===== src/rtl/secded_pkg.sv =====
`timescale 1ns/1ps
package secded_pkg;

    localparam int unsigned DATA_W = 64;
    localparam int unsigned CHK_W  = 8;
    localparam int unsigned WORD_W = DATA_W + CHK_W;
    localparam int unsigned SYN_VALS = 1 << CHK_W;

    // check bits stored inverted so that stuck words are never legal
    localparam logic [CHK_W-1:0] CHK_INV = 8'h81;

    typedef logic [DATA_W-1:0][CHK_W-1:0] col_tbl_t;

    typedef enum logic [1:0] {
        CLS_CLEAN  = 2'd0,
        CLS_CORR   = 2'd1,
        CLS_UNCORR = 2'd2,
        CLS_STUCK  = 2'd3
    } cls_e;

    typedef struct packed {
        logic              valid;
        logic [DATA_W-1:0] data;
        logic              corr;
        logic              uncorr;
        logic              stuck;
    } rd_res_t;

    function automatic int unsigned weight_of(logic [CHK_W-1:0] v);
        int unsigned n;
        n = 0;
        for (int unsigned b = 0; b < CHK_W; b++) begin
            n += {31'd0, v[b]};
        end
        return n;
    endfunction

    // weight-3 columns first, then weight-5, each ascending
    function automatic col_tbl_t build_cols();
        col_tbl_t    t;
        int unsigned n;
        int unsigned w;
        t = '0;
        n = 0;
        for (int unsigned pass = 0; pass < 2; pass++) begin
            w = (pass == 0) ? 3 : 5;
            for (int unsigned v = 1; v < SYN_VALS; v++) begin
                if (weight_of(CHK_W'(v)) == w && n < DATA_W) begin
                    t[n] = CHK_W'(v);
                    n++;
                end
            end
        end
        return t;
    endfunction

    localparam col_tbl_t H_COLS = build_cols();

    function automatic logic [DATA_W-1:0] row_mask(int unsigned row);
        logic [DATA_W-1:0] m;
        for (int unsigned k = 0; k < DATA_W; k++) begin
            m[k] = H_COLS[k][row];
        end
        return m;
    endfunction

endpackage


===== src/rtl/secded_enc.sv =====
`timescale 1ns/1ps
module secded_enc
    import secded_pkg::*;
(
    input  logic [DATA_W-1:0] data_i,
    output logic [CHK_W-1:0]  chk_o
);

    for (genvar i = 0; i < CHK_W; i++) begin : g_row
        localparam logic [DATA_W-1:0] MASK = row_mask(i);
        assign chk_o[i] = (^(data_i & MASK)) ^ CHK_INV[i];
    end

endmodule


===== src/rtl/secded_locate.sv =====
`timescale 1ns/1ps
module secded_locate
    import secded_pkg::*;
(
    input  logic [CHK_W-1:0]  syn_i,
    output logic [DATA_W-1:0] flip_o,
    output logic              hit_o
);

    logic [CHK_W-1:0] chk_hit;

    for (genvar k = 0; k < DATA_W; k++) begin : g_data
        assign flip_o[k] = (syn_i == H_COLS[k]);
    end

    for (genvar j = 0; j < CHK_W; j++) begin : g_chk
        localparam logic [CHK_W-1:0] UNIT = CHK_W'(1) << j;
        assign chk_hit[j] = (syn_i == UNIT);
    end

    assign hit_o = (|flip_o) | (|chk_hit);

endmodule


===== src/rtl/secded_dec_core.sv =====
`timescale 1ns/1ps
module secded_dec_core
    import secded_pkg::*;
(
    input  logic [WORD_W-1:0] word_i,
    output logic [DATA_W-1:0] data_o,
    output cls_e              cls_o
);

    logic [DATA_W-1:0] raw_data;
    logic [CHK_W-1:0]  raw_chk;
    logic [CHK_W-1:0]  calc_chk;
    logic [CHK_W-1:0]  syn;
    logic [DATA_W-1:0] flip;
    logic              hit;
    logic              all_zero;
    logic              all_one;

    assign raw_data = word_i[DATA_W-1:0];
    assign raw_chk  = word_i[WORD_W-1:DATA_W];

    secded_enc u_recalc (
        .data_i (raw_data),
        .chk_o  (calc_chk)
    );

    assign syn = calc_chk ^ raw_chk;

    secded_locate u_locate (
        .syn_i  (syn),
        .flip_o (flip),
        .hit_o  (hit)
    );

    assign all_zero = (word_i == '0);
    assign all_one  = (&word_i);

    always_comb begin
        data_o = raw_data;
        if (all_zero || all_one) begin
            cls_o = CLS_STUCK;
        end else if (syn == '0) begin
            cls_o = CLS_CLEAN;
        end else if (hit) begin
            cls_o  = CLS_CORR;
            data_o = raw_data ^ flip;
        end else begin
            cls_o = CLS_UNCORR;
        end
    end

endmodule


===== src/rtl/secded_codec.sv =====
`timescale 1ns/1ps
module secded_codec
    import secded_pkg::*;
(
    input  logic              clk_i,
    input  logic              rst_ni,
    input  logic [DATA_W-1:0] enc_data_i,
    output logic [CHK_W-1:0]  enc_chk_o,
    input  logic              rd_valid_i,
    input  logic [WORD_W-1:0] rd_word_i,
    output logic              rd_valid_o,
    output logic [DATA_W-1:0] rd_data_o,
    output logic              rd_corr_o,
    output logic              rd_uncorr_o,
    output logic              rd_stuck_o
);

    logic [DATA_W-1:0] core_data;
    cls_e              core_cls;
    rd_res_t           res_d;
    rd_res_t           res_q;

    secded_enc u_enc (
        .data_i (enc_data_i),
        .chk_o  (enc_chk_o)
    );

    secded_dec_core u_core (
        .word_i (rd_word_i),
        .data_o (core_data),
        .cls_o  (core_cls)
    );

    always_comb begin
        res_d       = res_q;
        res_d.valid = 1'b0;
        if (rd_valid_i) begin
            res_d.valid  = 1'b1;
            res_d.data   = core_data;
            res_d.corr   = (core_cls == CLS_CORR);
            res_d.uncorr = (core_cls == CLS_UNCORR);
            res_d.stuck  = (core_cls == CLS_STUCK);
        end
    end

    always_ff @(posedge clk_i or negedge rst_ni) begin
        if (!rst_ni) begin
            res_q <= '0;
        end else begin
            res_q <= res_d;
        end
    end

    assign rd_valid_o  = res_q.valid;
    assign rd_data_o   = res_q.data;
    assign rd_corr_o   = res_q.corr;
    assign rd_uncorr_o = res_q.uncorr;
    assign rd_stuck_o  = res_q.stuck;

endmodule


===== config.mk =====
export PLATFORM = sky130hd
export DESIGN_NAME = secded_codec
export DESIGN_NICKNAME = d
export VERILOG_FILES = /design/src/rtl/secded_pkg.sv /design/src/rtl/secded_enc.sv /design/src/rtl/secded_locate.sv /design/src/rtl/secded_dec_core.sv /design/src/rtl/secded_codec.sv
export SDC_FILE = /design/constraint.sdc
export NUM_CORES = 1
export LEC_CHECK = 0
export BUFFER_PORTS_ARGS = -buffer_cell sky130_fd_sc_hd__buf_2
export CAP_MARGIN = 10
export CORE_MARGIN = 2
export CORE_UTILIZATION = 46
export CTS_BUF_LIST = sky130_fd_sc_hd__clkbuf_4 sky130_fd_sc_hd__clkbuf_8
export CTS_CLUSTER_DIAMETER = 150
export DETAILED_ROUTE_END_ITERATION = 16
export PLACE_DENSITY = 0.82
export SLEW_MARGIN = 20
export SYNTH_ARGS = -nofsm -noshare
export SYNTH_HDL_FRONTEND = slang
export SYNTH_SLANG_ARGS = --single-unit

===== constraint.sdc =====
create_clock -name clk_i -period 3.13 [get_ports clk_i]
set_input_delay 0.313 -clock clk_i [delete_from_list [all_inputs] [get_ports clk_i]]
set_output_delay 0.313 -clock clk_i [all_outputs]
set_load 0.01 [all_outputs]

==> results.toml, run 1 <==
[worst_setup_path]
cp_max_fo = 8
cp.arrival_ps = 3550
end_kind = "flop"
worst_setup_path_start_kind = "primary input"
crit_type = "in2reg"
cp.required_ps = 3400

[floorplan]
die_h_um = 134
rows = 47
dieArea_mm2 = 0.0180
die_x_um = 134
initial_core_util_pct = 47.1
io_pins = 215
core_area_mm2 = 0.0166

[placement]
dp_hpwl_mm = 27.0
numPortBuffers = 214
dpl_cell_area_mm2 = 0.0112
place_congestion = 1.04

[drt]
topRoutingLayerUsed = "met4"
wl_met1_mm = 12.5
ant_nets = 0
viasPerCell = 5.35
wl_met3_mm = 3.03
dr.pass1.iters = 5
wl_met2_mm = 15.6
vias = 8563
routed_wirelength_mm = 33.0
route.detailed.drc = 0
drt_first_iter_violations = 780
wl_per_cell_um = 20.6

[timing]
worst_pin_slew_ps = 886
max-slew-margin-rel_pct = 40.9
setup_slack_ps = -147
hold_violations = 0
final.setup.tns_ps = -222
hold_slack_ps = 132
finalSetupViolations = 2
skew_ps = 0
period_needed_ps = 3280
fmax_mhz = 305
report.final.slew_viol_count = 0
rsz0062_at_grt = "yes"
period_share_pct = 105

[layout]
final_util_pct = 71.1
final_common_cell = "buf_4"
area_growth_syn_to_layout_pct = 50.8
layout-drive-gt1-share_pct = 40.3
num-nets-final = 1578
antenna_cells = 0
fill_cells = 1256
final_area_mm2 = 0.0118
layout_common_cells = "buf_4, xnor2_1, buf_2"

[synth]
syn_avg_cell_area_um2 = 8.58
ys_ff_latch = 68
synthFlopType = "dfrtp_1"
syn-cell-area_mm2 = 0.00782
syn_nets = 1112
synth_area_leaders = "xnor2_1, dfrtp_1, ha_1"
synth.top_cell.area_share_pct = 28.5
syn_inst = 911
yosysSeqAreaShare_pct = 21.8
yosysWarningCount = 0
synth.distinct_cells = 57
synth_edf_count = 0
synth_top_cell_by_area = "xnor2_1"
async_flop_share_pct = 100

[grt]
grt_max_degree = 89
grt_pass1_vias = 8554
grt-ovfl-total = 0
grt_use_total_pct = 35.8
grt_pass1_wl_mm = 48.1
antenna_found_initial = 0

[clocking]
clk_latency_ps = 370
cts_max_level = 3
path_clk_slew_ps = 90
ctsHoldBuffers = 0
cts_buffer_depth = 2
cts_buffers = 9
cts_tree = "yes"
numClockSinks = 68
clk_root_buffer_cell = "clkbuf_8"

[hold_path]
hold_class = "in2async"

[flow_run]
drv_cap = 0

[power_and_ir_drop]
p_leak_nw = 5.54
p_per_area_mw_per_mm2 = 1080
vdd_drop_max_uv = 714

[run_status]
violations = "setup timing"
status = "finished with violations"
metrics by stage:
step	total power [mW]	instances	worst slack [ps]
floorplan	6.03	911	4.90
global placement	10.8	1572	-556
detailed placement	10.7	1572	-613
CTS	11.9	1590	-81.9
global route	13.3	1602	-240
finish	12.7	1602	-147
routing by layer:
metal | GRT usage [%] | up-vias
met5 | 0 | -
met4 | 18.9 | 0
met3 | 8.47 | 131
met2 | 59.9 | 506
met1 | 42.6 | 4004
li1 | - | 3922
sequential cells by signal (all words and copies together) (netlist names):
| register | count |
|---|---|
| rd_uncorr_o | 1 |
| rd_corr_o | 1 |
| rd_stuck_o | 1 |
| rd_valid_o | 1 |
| rd_data_o | 64 |
cells in the mapped netlist, types with 2 or more instances:
cell type,instances
nor3_1,17
nand2b_1,8
nor4b_1,3
nand4_1,21
buf_6,2
nor2_1,103
nand2_1,71
o22ai_1,5
nor2b_1,3
a22oi_1,2
nor4_1,9
xnor2_2,3
a21oi_1,77
o32a_1,2
clkbuf_1,19
mux2i_1,4
ha_1,62
nor3b_1,2
xnor2_1,254
inv_1,63
nand2_2,2
dfrtp_1,68
xor2_1,34
buf_2,7
a2111oi_2,2
or4_1,2
nand3_1,15
nand3b_1,4
nor2_2,2
xnor3_1,18
critical path, stage by stage:
cell	delay [ps]
buf_8	110
inv_6	60
ha_4	200
xnor3_1	370
xnor3_1	250
xnor3_2	520
buf_12	170
xor2_4	210
nand2b_1	110
buf_6	130
o22ai_1	90
a22o_1	250
a2bb2oi_1	130
and4_1	220
nand4_1	140
a32o_1	270
area by class of cell:
type                    instances  area [um2]  area share, %
well taps                     220         275           2.33
clock inverters                 5        58.8          0.499
multi-input cells             751        6090           51.6
repair buffers                484        3270           27.7
clock buffers                  11         151           1.28
flip-flops and latches         68        1700           14.4
inverters                      63         244           2.07
power by group:
group / leakage (nW) / switching, mW / internal (mW)
Combinational: 4.68 / 5.65 / 5.20
Clock: 0.102 / 0.389 / 0.413
Sequential: 0.762 / 0.0788 / 1.01
Total: 5.54 / 6.12 / 6.63
kinds of logic (layout without fill, tap and decap cells):
kind of cell | count (synthesis) | after routing | synth area share [%]
AND/OR/NAND/NOR | 266 | 266 | 15.5
multiplexers | 4 | 4 | 0.512
buffers and inverters | 92 | 563 | 4.77
AO/OA/AOI/OAI | 106 | 106 | 8.23
adder cells (fa/ha/maj) | 62 | 62 | 9.92
flip-flops | 68 | 68 | 21.8
XOR/XNOR | 313 | 313 | 39.3
path summary, 6_finish.rpt:
kind                                from            end  slack, ps  cells past startpoint
max reg2reg                rd_data_o[27]  rd_data_o[27]       2350                      2
max in group asynchronous         rst_ni  rd_data_o[44]       2420                      2
max                        rd_word_i[59]      rd_corr_o       -150                     16
min in group clk_i            rd_valid_i     rd_valid_o        280                      1
min reg2reg                   rd_stuck_o     rd_stuck_o        510                      2
min                               rst_ni  rd_data_o[62]        130                      2
what timing repair did:
item | in CTS | in global routing
pin swaps | 10 | 21
endpoints found under the setup margin | 10 | 13
gates resized for setup | 18 | 30
buffers inserted | 2 | 12
gates cloned | 0 | 0
Power figures use the tool's default switching activity.
==> run 2, diff against run 1 <==
BUFFER_PORTS_ARGS = -buffer_cell sky130_fd_sc_hd__buf_4   (was -buffer_cell sky130_fd_sc_hd__buf_2)
SETUP_SLACK_MARGIN = 0.2   (was unset)
==> run 2 against run 1 <==
  * The run still ends with setup timing left
  * Die area did not move
  * Critical path depth did not move
  * Final cell count rose by 1.4%
  * Count of clock-buffer cells in the layout fell by 1
  * Total power rose by 19%
  * Largest cell class unchanged
  * Via count rose by 12%
  * Worst hold slack got worse by 83 ps
==> results.toml, run 2 (synthesis results as in run 1) <==
[drt]
wl_met3_mm = 4.81
topRoutingLayerUsed = "met4"
drt_first_iter_violations = 1092
viasPerCell = 5.90
dr.pass1.iters = 6
vias = 9574
ant_nets = 0
wl_met2_mm = 18.1
wl_per_cell_um = 25.3
routed_wirelength_mm = 41.0
wl_met1_mm = 13.7
route.detailed.drc = 0

[layout]
num-nets-final = 1600
fill_cells = 954
final_area_mm2 = 0.0134
layout_common_cells = "buf_4, xnor2_1, nor2_1"
largest_reg_flops = 64
layout-drive-gt1-share_pct = 48.9
final_common_cell = "buf_4"
multi_input_area_mm2 = 0.00685
antenna_cells = 0
area_growth_syn_to_layout_pct = 71.6
seq_area_mm2 = 0.00170

[timing]
period_needed_ps = 3730
worst_pin_slew_ps = 928
max-slew-margin-rel_pct = 38.2
setup_slack_ps = -603
finalSetupViolations = 65
fmax_mhz = 268
period_share_pct = 119
rsz0062_at_grt = "yes"
hold_violations = 0
report.final.slew_viol_count = 0
skew_ps = 0
hold_slack_ps = 48.4

[run_status]
violations = "setup timing"
status = "finished with violations"

[grt]
grt_pass1_wl_mm = 52.3
grt_pass1_vias = 9298
grt_max_degree = 131
grt-ovfl-total = 0
antenna_found_initial = 0
grt_use_total_pct = 38.8

[worst_setup_path]
r2r_setup_slack_ps = 2330
r2r-end = "rd_data_o[32]"
crit_family = "XOR/XNOR gates"
reg2reg_depth = 2
cp.required_ps = 3410
cp_cell_sequence = "buf_4, inv_1, ha_4, xnor2_1, xnor3_2, buf_4, xnor2_2, buf_4, nand2_1, buf_4, o31ai_1, a21oi_1, and4_1, nand4_1, buf_4, o2bb2ai_2"
critPathBufInv = 6
crit_type = "in2reg"
cpMostUsedCell = "buf_4"
cp_slowest_cell = "xnor2_1"
cp_slowest_stage_delay_ps = 690
worst_setup_path_start_kind = "primary input"
cp.arrival_ps = 4010
reg2reg_from = "rd_data_o[32]"
end_kind = "flop"
cp-startpoint = "rd_word_i[43]"
cp_max_fo = 4

[placement]
place_congestion = 1.02
dp_hpwl_mm = 27.6
numPortBuffers = 214
dpl_cell_area_mm2 = 0.0118

[clocking]
numClockSinks = 68
cts_tree = "yes"
cts_max_level = 3
ctsHoldBuffers = 0
path_clk_slew_ps = 90
clk_latency_ps = 380
cts_buffer_depth = 2
clk_root_buffer_cell = "clkbuf_8"
cts_buffers = 9

[power_and_ir_drop]
p_per_area_mw_per_mm2 = 1130
vdd_drop_max_uv = 924
p_leak_nw = 6.07

[floorplan]
initial_core_util_pct = 47.1
rows = 47
dieArea_mm2 = 0.0180
die_x_um = 134
die_h_um = 134
core_area_mm2 = 0.0166
io_pins = 215

[flow_run]
drv_cap = 0

[hold_path]
hold_class = "in2async"
-- run 2: changes by cell type in the layout (fill, tap and decap cells not counted), sizes merged --
cell | previous run | this run
clkinv | 1 | 3
clkinvlp | 2 | 1
clkbuf | 11 | 10
buf | 484 | 506
-- run 2: routing by layer --
layer,track usage [%],vias up
met5,0,-
met2,64.6,786
met1,43.9,4503
met3,9.18,321
met4,27.2,0
li1,-,3964
-- run 2: layout make-up --
type,count,share of cell area [%]
sequential,68,12.7
inverter,63,2.17
clock inverter,6,0.541
timing repair buffer,506,30.5
tap,220,2.05
clock buffer,10,0.980
multi-input combinational,751,51.1
-- run 2: worst register-to-register path: cells and delay by family (launching register included) --
family          cells  cell delay [ps]
simple gates        1              130
flops               1              430
compound gates      1               80
-- run 2: worst max path at each step --
| stage | to | slack [ps] | cells past startpoint |
|---|---|---|---|
| finish | rd_uncorr_o | -600 | 16 |
| CTS | rd_corr_o | -50 | 15 |
| global route | rd_corr_o | -660 | 15 |
| floorplan | rd_corr_o | 40 | 13 |
| detailed placement | rd_corr_o | -640 | 16 |
| global placement | rd_corr_o | -540 | 16 |
-- run 2: where the power goes --
group / total, mW / leakage, nW / internal [mW] / switching, mW
Clock: 0.795 / 0.100 / 0.384 / 0.412
Sequential: 1.11 / 0.762 / 1.01 / 0.0918
Combinational: 13.3 / 5.21 / 6.26 / 7.02
Total: 15.2 / 6.07 / 7.65 / 7.52
-- run 2: metrics by stage --
stage	setup slack (ps)	utilization (%)	cells	total power, mW	setup TNS, ps
2_1_floorplan	44.1	-	911	6.07	0
3_3_place_gp	-540	71.0	1570	10.9	-14590
3_5_place_dp	-643	71.0	1570	10.9	-18110
4_1_cts	-49.4	75.6	1599	12.9	-49.4
5_1_grt	-655	80.9	1624	15.5	-25170
6_report	-603	80.9	1624	15.2	-20110
-- run 2: timing repair --
action / 4_1_cts / 5_1_grt
cloned: 0 / 1
endpoints found under the setup margin: 37 / 65
resized for setup: 85 / 121
pin swaps: 32 / 60
buffers inserted: 13 / 24
